`config.mk`:
```
export PLATFORM = sky130hd
export DESIGN_NAME = crt_timing_gen
export DESIGN_NICKNAME = d
export VERILOG_FILES = /design/src/rtl/crt_timing_pkg.sv /design/src/rtl/crt_htiming.sv /design/src/rtl/crt_vtiming.sv /design/src/rtl/crt_addr_unit.sv /design/src/rtl/crt_timing_gen.sv
export SDC_FILE = /design/constraint.sdc
export NUM_CORES = 1
export LEC_CHECK = 0
export ABC_AREA = 1
export ABC_CLOCK_PERIOD_IN_PS = 2900
export BUFFER_PORTS_ARGS = -buffer_cell sky130_fd_sc_hd__buf_4
export CORE_ASPECT_RATIO = 0.5
export CORE_MARGIN = 4
export CORE_UTILIZATION = 30
export CTS_CLUSTER_DIAMETER = 120
export CTS_CLUSTER_SIZE = 10
export DETAILED_ROUTE_END_ITERATION = 8
export GPL_TIMING_DRIVEN = 0
export PLACE_DENSITY = 0.49
export SYNTH_ARGS = -nofsm -noshare
export SYNTH_HDL_FRONTEND = slang
export SYNTH_SLANG_ARGS = --single-unit
```
`constraint.sdc`:
```
create_clock -name clk_i -period 2.9 [get_ports clk_i]
set_input_delay 0.58 -clock clk_i [delete_from_list [all_inputs] [get_ports clk_i]]
set_output_delay 0.58 -clock clk_i [all_outputs]
set_load 0.02 [all_outputs]
```
`src/rtl/crt_timing_pkg.sv`:
```
package crt_timing_pkg;
  localparam int unsigned ADDR_W = 12;
  localparam int unsigned LINE_W = 4;

  typedef enum logic [1:0] {
    SEL_NONE = 2'd0,
    SEL_PAGE = 2'd1,
    SEL_ROW  = 2'd2,
    SEL_CUR  = 2'd3
  } ld_sel_e;
endpackage

```
`src/rtl/crt_htiming.sv`:
```
module crt_htiming #(
  parameter int unsigned H_VIS  = 80,
  parameter int unsigned H_TOT  = 100,
  parameter int unsigned HS_DLY = 0,
  parameter int unsigned HS_W   = 4,
  parameter int unsigned COL_W  = $clog2(H_TOT)
) (
  input  logic             clk_i,
  input  logic             rst_ni,
  input  logic             char_en_i,
  output logic [COL_W-1:0] col_o,
  output logic             hblank_o,
  output logic             hsync_o,
  output logic             line_end_o
);
  localparam logic [COL_W-1:0] COL_LAST = COL_W'(H_TOT - 1);
  localparam logic [COL_W-1:0] COL_VIS  = COL_W'(H_VIS);
  localparam logic [COL_W-1:0] HS_ON    = COL_W'(H_VIS + HS_DLY);
  localparam logic [COL_W-1:0] HS_OFF   = COL_W'(H_VIS + HS_DLY + HS_W);

  logic [COL_W-1:0] col_q;

  always_ff @(posedge clk_i or negedge rst_ni) begin
    if (!rst_ni)        col_q <= '0;
    else if (char_en_i) col_q <= (col_q == COL_LAST) ? '0 : col_q + 1'b1;
  end

  assign col_o      = col_q;
  assign hblank_o   = col_q >= COL_VIS;
  assign hsync_o    = (col_q >= HS_ON) && (col_q < HS_OFF);
  assign line_end_o = char_en_i && (col_q == COL_LAST);
endmodule

```
`src/rtl/crt_vtiming.sv`:
```
module crt_vtiming #(
  parameter int unsigned ROW_LINES = 10,
  parameter int unsigned V_ROWS    = 24,
  parameter int unsigned VB_60     = 20,
  parameter int unsigned VB_50     = 72,
  parameter int unsigned VS_DLY_60 = 4,
  parameter int unsigned VS_DLY_50 = 30,
  parameter int unsigned VS_W      = 10,
  parameter int unsigned VL_W      = 9
) (
  input  logic                                clk_i,
  input  logic                                rst_ni,
  input  logic                                line_adv_i,
  input  logic                                field_50_i,
  output logic [crt_timing_pkg::LINE_W-1:0]   line_o,
  output logic                                vblank_o,
  output logic                                vsync_no,
  output logic                                row_end_o,
  output logic                                frame_end_o,
  output logic                                mode_50_o
);
  import crt_timing_pkg::*;

  localparam int unsigned V_VIS = ROW_LINES * V_ROWS;
  localparam logic [VL_W-1:0]   VIS_END  = VL_W'(V_VIS);
  localparam logic [VL_W-1:0]   LAST_60  = VL_W'(V_VIS + VB_60 - 1);
  localparam logic [VL_W-1:0]   LAST_50  = VL_W'(V_VIS + VB_50 - 1);
  localparam logic [VL_W-1:0]   VSON_60  = VL_W'(V_VIS + VS_DLY_60);
  localparam logic [VL_W-1:0]   VSON_50  = VL_W'(V_VIS + VS_DLY_50);
  localparam logic [VL_W-1:0]   VS_LEN   = VL_W'(VS_W);
  localparam logic [LINE_W-1:0] LIR_LAST = LINE_W'(ROW_LINES - 1);

  logic [VL_W-1:0]   vline_q;
  logic [LINE_W-1:0] lir_q;
  logic              mode_q;
  logic [VL_W-1:0]   v_last, vs_on;
  logic              at_last, in_vis;

  assign v_last  = mode_q ? LAST_50 : LAST_60;
  assign vs_on   = mode_q ? VSON_50 : VSON_60;
  assign at_last = vline_q == v_last;
  assign in_vis  = vline_q < VIS_END;

  always_ff @(posedge clk_i or negedge rst_ni) begin
    if (!rst_ni) begin
      vline_q <= '0;
      lir_q   <= '0;
      mode_q  <= 1'b0;
    end else if (line_adv_i) begin
      if (at_last) begin
        vline_q <= '0;
        lir_q   <= '0;
        mode_q  <= field_50_i;
      end else begin
        vline_q <= vline_q + 1'b1;
        if (in_vis) lir_q <= (lir_q == LIR_LAST) ? '0 : lir_q + 1'b1;
      end
    end
  end

  assign line_o      = lir_q;
  assign vblank_o    = !in_vis;
  assign vsync_no    = !((vline_q >= vs_on) && (vline_q < vs_on + VS_LEN));
  assign row_end_o   = line_adv_i && in_vis && (lir_q == LIR_LAST);
  assign frame_end_o = line_adv_i && at_last;
  assign mode_50_o   = mode_q;
endmodule

```
`src/rtl/crt_addr_unit.sv`:
```
module crt_addr_unit #(
  parameter int unsigned H_VIS = 80,
  parameter int unsigned COL_W = 7
) (
  input  logic                              clk_i,
  input  logic                              rst_ni,
  input  logic [COL_W-1:0]                  col_i,
  input  logic                              visible_i,
  input  logic                              row_end_i,
  input  logic                              frame_end_i,
  input  logic [1:0]                        ld_sel_i,
  input  logic [crt_timing_pkg::ADDR_W-1:0] ld_addr_i,
  output logic [crt_timing_pkg::ADDR_W-1:0] addr_o,
  output logic                              cursor_o
);
  import crt_timing_pkg::*;

  localparam logic [ADDR_W-1:0] ROW_STEP = ADDR_W'(H_VIS);

  ld_sel_e           sel;
  logic [ADDR_W-1:0] page_q, rs_q, cur_q, base_q;
  logic              pend_q;

  assign sel = ld_sel_e'(ld_sel_i);

  always_ff @(posedge clk_i or negedge rst_ni) begin
    if (!rst_ni) begin
      page_q <= '0;
      rs_q   <= '0;
      cur_q  <= '0;
      pend_q <= 1'b0;
    end else begin
      case (sel)
        SEL_PAGE: page_q <= ld_addr_i;
        SEL_ROW:  rs_q   <= ld_addr_i;
        SEL_CUR:  cur_q  <= ld_addr_i;
        default:  ;
      endcase
      // a load in the same cycle as a row end arms the following row
      if (sel == SEL_ROW) pend_q <= 1'b1;
      else if (row_end_i) pend_q <= 1'b0;
    end
  end

  always_ff @(posedge clk_i or negedge rst_ni) begin
    if (!rst_ni)          base_q <= '0;
    else if (frame_end_i) base_q <= page_q;
    else if (row_end_i)   base_q <= pend_q ? rs_q : base_q + ROW_STEP;
  end

  assign addr_o   = base_q + {{(ADDR_W-COL_W){1'b0}}, col_i};
  assign cursor_o = visible_i && (addr_o == cur_q);
endmodule

```
`src/rtl/crt_timing_gen.sv`:
```
module crt_timing_gen #(
  parameter int unsigned H_VIS     = 80,
  parameter int unsigned H_TOT     = 100,
  parameter int unsigned HS_DLY    = 0,
  parameter int unsigned HS_W      = 4,
  parameter int unsigned ROW_LINES = 10,
  parameter int unsigned V_ROWS    = 24,
  parameter int unsigned VB_60     = 20,
  parameter int unsigned VB_50     = 72,
  parameter int unsigned VS_DLY_60 = 4,
  parameter int unsigned VS_DLY_50 = 30,
  parameter int unsigned VS_W      = 10
) (
  input  logic        clk_i,
  input  logic        rst_ni,
  input  logic        char_en_i,
  input  logic        field_50_i,
  input  logic [1:0]  ld_sel_i,
  input  logic [11:0] ld_addr_i,
  output logic        hsync_o,
  output logic        vsync_no,
  output logic        vblank_o,
  output logic [3:0]  line_o,
  output logic        disp_en_o,
  output logic [11:0] addr_o,
  output logic        cursor_o
);
  localparam int unsigned COL_W = $clog2(H_TOT);
  localparam int unsigned V_MAX = ROW_LINES * V_ROWS + ((VB_50 > VB_60) ? VB_50 : VB_60);
  localparam int unsigned VL_W  = $clog2(V_MAX);

  logic [COL_W-1:0] col;
  logic             hblank, line_end, row_end, frame_end, mode_50, vblank;

  crt_htiming #(
    .H_VIS(H_VIS), .H_TOT(H_TOT), .HS_DLY(HS_DLY), .HS_W(HS_W), .COL_W(COL_W)
  ) u_h (
    .clk_i(clk_i), .rst_ni(rst_ni), .char_en_i(char_en_i),
    .col_o(col), .hblank_o(hblank), .hsync_o(hsync_o), .line_end_o(line_end)
  );

  crt_vtiming #(
    .ROW_LINES(ROW_LINES), .V_ROWS(V_ROWS), .VB_60(VB_60), .VB_50(VB_50),
    .VS_DLY_60(VS_DLY_60), .VS_DLY_50(VS_DLY_50), .VS_W(VS_W), .VL_W(VL_W)
  ) u_v (
    .clk_i(clk_i), .rst_ni(rst_ni), .line_adv_i(line_end), .field_50_i(field_50_i),
    .line_o(line_o), .vblank_o(vblank), .vsync_no(vsync_no),
    .row_end_o(row_end), .frame_end_o(frame_end), .mode_50_o(mode_50)
  );

  assign vblank_o  = vblank;
  assign disp_en_o = !hblank && !vblank;

  crt_addr_unit #(.H_VIS(H_VIS), .COL_W(COL_W)) u_a (
    .clk_i(clk_i), .rst_ni(rst_ni), .col_i(col), .visible_i(disp_en_o),
    .row_end_i(row_end), .frame_end_i(frame_end),
    .ld_sel_i(ld_sel_i), .ld_addr_i(ld_addr_i),
    .addr_o(addr_o), .cursor_o(cursor_o)
  );
endmodule

```
==> qor.log <==
[status] status finished, violations left
[status] violated checks negative setup slack
[clock_tree] total clock buffers created by CTS 9
[final_layout] total inserted antenna cells 0
[die] effective utilization at floorplan 0.308
[synthesis] part of the Yosys area used for sequential elements 0.418
[sta] slew at the pin closest to its max-slew limit 0.911 ns
[clock_tree] post-CTS clock slew at the launch and capture registers of the worst setup and hold paths 0.06 ns
[worst_setup_path] Worst setup EP type output port
[worst_setup_path] startpoint of the lowest-slack register-to-register path u_v.mode_50_o
[sta] post-route setup TNS -0.0699 ns
[sta] final cycle utilization of the critical path 1.02
[global_routing] grt ovf 0
[final_layout] utilization after layout 0.382
[clock_tree] insertion delay of the later-clocked pin in the worst-skew pair 0.33 ns
[worst_setup_path] Critical Path AT 2.39 ns
[route] number of nets with antenna violations after routing 0
[die] number of core rows 30
[global_routing] pin count of the biggest net entering global routing 71
[synthesis] number of distinct library cells after synthesis 38
[synthesis] most instantiated cells after synthesis sky130_fd_sc_hd__nand2_1 (176), sky130_fd_sc_hd__inv_1 (77), sky130_fd_sc_hd__dfrtp_1 (70)
[sta] final number of setup-violating endpoints 1
[synthesis] flip-flop cell with the highest count after synthesis sky130_fd_sc_hd__dfrtp_1
[sta] Worst Clk Skew 0.00607 ns
[synthesis] async set or reset register ratio after synthesis 1.00
[worst_setup_path] required time at the endpoint of the critical path 2.32 ns
[worst_setup_path] Crit Path Category reg -> out
[place] GPL Wtd Cong 0.824
[clock_tree] root buffer cell sky130_fd_sc_hd__clkbuf_16
[synthesis] most frequent cell after synthesis sky130_fd_sc_hd__nand2_1
[synthesis] Post-Synthesis Cell Area 4190 um2
[worst_setup_path] FF-to-FF End u_a.base_q[7]
[clock_tree] H-tree depth 3
[global_routing] number of antenna violations at the first check in global routing 0
[worst_setup_path] depth of the most critical reg-to-reg path 9
[place] Port-buffer cells 38
[route] drt pass-1 iters 4
[synthesis] syn avg cell area 7.31 um2
[pwr] peak supply drop 303 uV
[route] routed length per instance 13.6 um
[route] detailed-route via count 3,848
[die] area of the die 16,000 um2
[clock_tree] CTS tree yes
[sta] shortest period the worst path allows 2.97 ns
[run] max-capacitance violation count 0
[final_layout] number of nets at the end of the flow 665
[global_routing] global-route wire length before repair 18,600 um
[sta] unrepaired setup endpoints after global routing true
[synthesis] cell type contributing the most total cell area after synthesis sky130_fd_sc_hd__dfrtp_1
[global_routing] global-route total usage across every layer 0.144
[clock_tree] clock buffer depth 2
[die] I/O pin count 39
[synthesis] top cells by area, synth sky130_fd_sc_hd__dfrtp_1 (42%), sky130_fd_sc_hd__nand2_1 (16%), sky130_fd_sc_hd__o21ai_0 (7.4%), sky130_fd_sc_hd__inv_1 (6.9%), sky130_fd_sc_hd__ha_1 (6.3%)
[sta] top achievable clock speed 0.337 GHz
[place] detailed placement HPWL 8520 um
[hold_path] worst hold path type in -> async
[worst_setup_path] startpoint kind of the worst setup timing path register
[place] post-placement setup slack 0.0590 ns
[final_layout] area added between synthesis and finish 24.1%
[route] remaining design rule violation count 0
[route] first-iteration detailed-routing DRC count 223
[sta] number of failing hold endpoints at the final stage 0
[die] CORE AREA 13,600 um2
[pwr] Power Density 739 nW/um2
[synthesis] area fraction of the dominant cell type after synthesis 0.418
[route] via count normalized by instance count 4.68
[pwr] leakage power 2.69 nW
[worst_setup_path] flop2flop setup slack 0.68 ns
[global_routing] via count of the first global-routing pass 3,739
[sta] slack of the critical path -0.0699 ns
[synthesis] gate count of the mapped netlist 573
[sta] Min Hold Slack 0.370 ns
[worst_setup_path] maximum fanout along the worst path 2
[route] DRT Wirelength 11,100 um
[synthesis] count of flip-flops with a built-in enable after synthesis 0
[synthesis] net count after synthesis 613
[pwr] Design Power 3.84 mW
[final_layout] share of final-layout standard cells stronger than drive strength 1 0.144
[synthesis] total of flip-flops plus latches after synthesis 70
[clock_tree] CTS Sinks 70
[die] horizontal die dimension 175 um
[sta] Relative slew margins 0.393
[sta] Final Max Tran Viols 0
[synthesis] total of warnings raised by yosys 0
[clock_tree] Hold-fix buffers, CTS 0
[die] die span in y 91.5 um
layout make-up:
type	instances	area, um2
Multi-Input combinational cell	410	2200
Buffer	12	50.0
Timing Repair Buffer	41	308
Clock inverter	7	113
Tap cell	192	240
Sequential cell	70	1750
Inverter	81	304
Fill cell	1498	8390
Clock buffer	9	225
cells by family after synthesis:
| kind of cell | Yosys count | share of synthesized area |
|---|---|---|
| AOI/OAI and AO/OA | 104 | 0.137 |
| DFF | 70 | 0.418 |
| xor gates and xnor gates | 5 | 0.0105 |
| buffers and inverters | 93 | 0.0846 |
| adders and majority gates | 22 | 0.0675 |
| and+or+nand+nor | 279 | 0.282 |
what timing repair did:
item	in CTS	in global routing
buffers inserted	3	0
gates resized for setup	9	19
pin swaps	4	4
cloned	0	0
endpoints found under the hold margin	0	0
setup endpoints to repair	3	1
through the flow:
stage          area (um2)  cells
2_1_floorplan        4190    573
3_3_place_gp         4710    803
3_5_place_dp         4710    803
4_1_cts              5100    822
5_1_grt              5200    822
6_report             5200    822
per-layer routing:
metal  vias to the layer above  global-route usage  part of all wire
li1                       1969                   -                 -
met1                      1821               0.195              0.50
met2                        45               0.240              0.47
met3                        13              0.0308             0.025
met4                         0              0.0294             0.013
met5                         -                   0                 0
worst max-delay path by stage:
stage,startpoint,endpoint,cells after the start,slack (ns)
after floorplan,u_h.col_o[0],cursor_o,13,0.13
after global placement,u_h.col_o[0],cursor_o,14,0.10
after detailed placement,u_h.col_o[0],cursor_o,14,0.06
after CTS,u_h.col_o[0],cursor_o,12,-0.10
after global routing,u_h.col_o[0],cursor_o,12,-0.21
final,u_h.col_o[0],cursor_o,12,-0.07
power by group:
| part | internal, mW | switching, mW | total (mW) |
|---|---|---|---|
| registers | 1.12 | 0.173 | 1.29 |
| logic | 0.532 | 0.762 | 1.29 |
| clock network | 0.835 | 0.422 | 1.26 |
worst max-delay path: stages, from the launching register on:
cell	delay, ns
sky130_fd_sc_hd__dfrtp_1	0.39
sky130_fd_sc_hd__ha_2	0.20
sky130_fd_sc_hd__fa_2	0.56
sky130_fd_sc_hd__xnor2_2	0.11
sky130_fd_sc_hd__nand2_1	0.07
sky130_fd_sc_hd__nor2_2	0.11
sky130_fd_sc_hd__o21ai_1	0.08
sky130_fd_sc_hd__inv_1	0.06
sky130_fd_sc_hd__nand2_2	0.06
sky130_fd_sc_hd__nor2_1	0.08
sky130_fd_sc_hd__nand3_1	0.08
sky130_fd_sc_hd__nor2_1	0.09
sky130_fd_sc_hd__buf_4	0.14
state kept, by name, summed over array words and instances (netlist names):
register	flops
u_a.pend_q	1
u_a.page_q	12
u_v.mode_50_o	1
u_h.col_o	7
u_a.cur_q	12
u_a.base_q	12
u_v.vline_q	9
u_v.line_o	4
u_a.rs_q	12
layout by cell type (no fill, tap or decap), drive strengths merged, types with 2 or more instances in the layout:
cell / instances
clkbuf: 18
nand3: 45
buf: 44
xor2: 3
a21oi: 17
nor3: 4
inv: 80
xnor2: 2
nand3b: 2
o211ai: 9
clkinv: 4
ha: 21
nor4: 5
nand2: 179
nand4: 4
dfrtp: 70
nor2: 37
a31oi: 3
o221ai: 3
o21ai: 67
bufinv: 3
(Power assumes the default switching activity.)
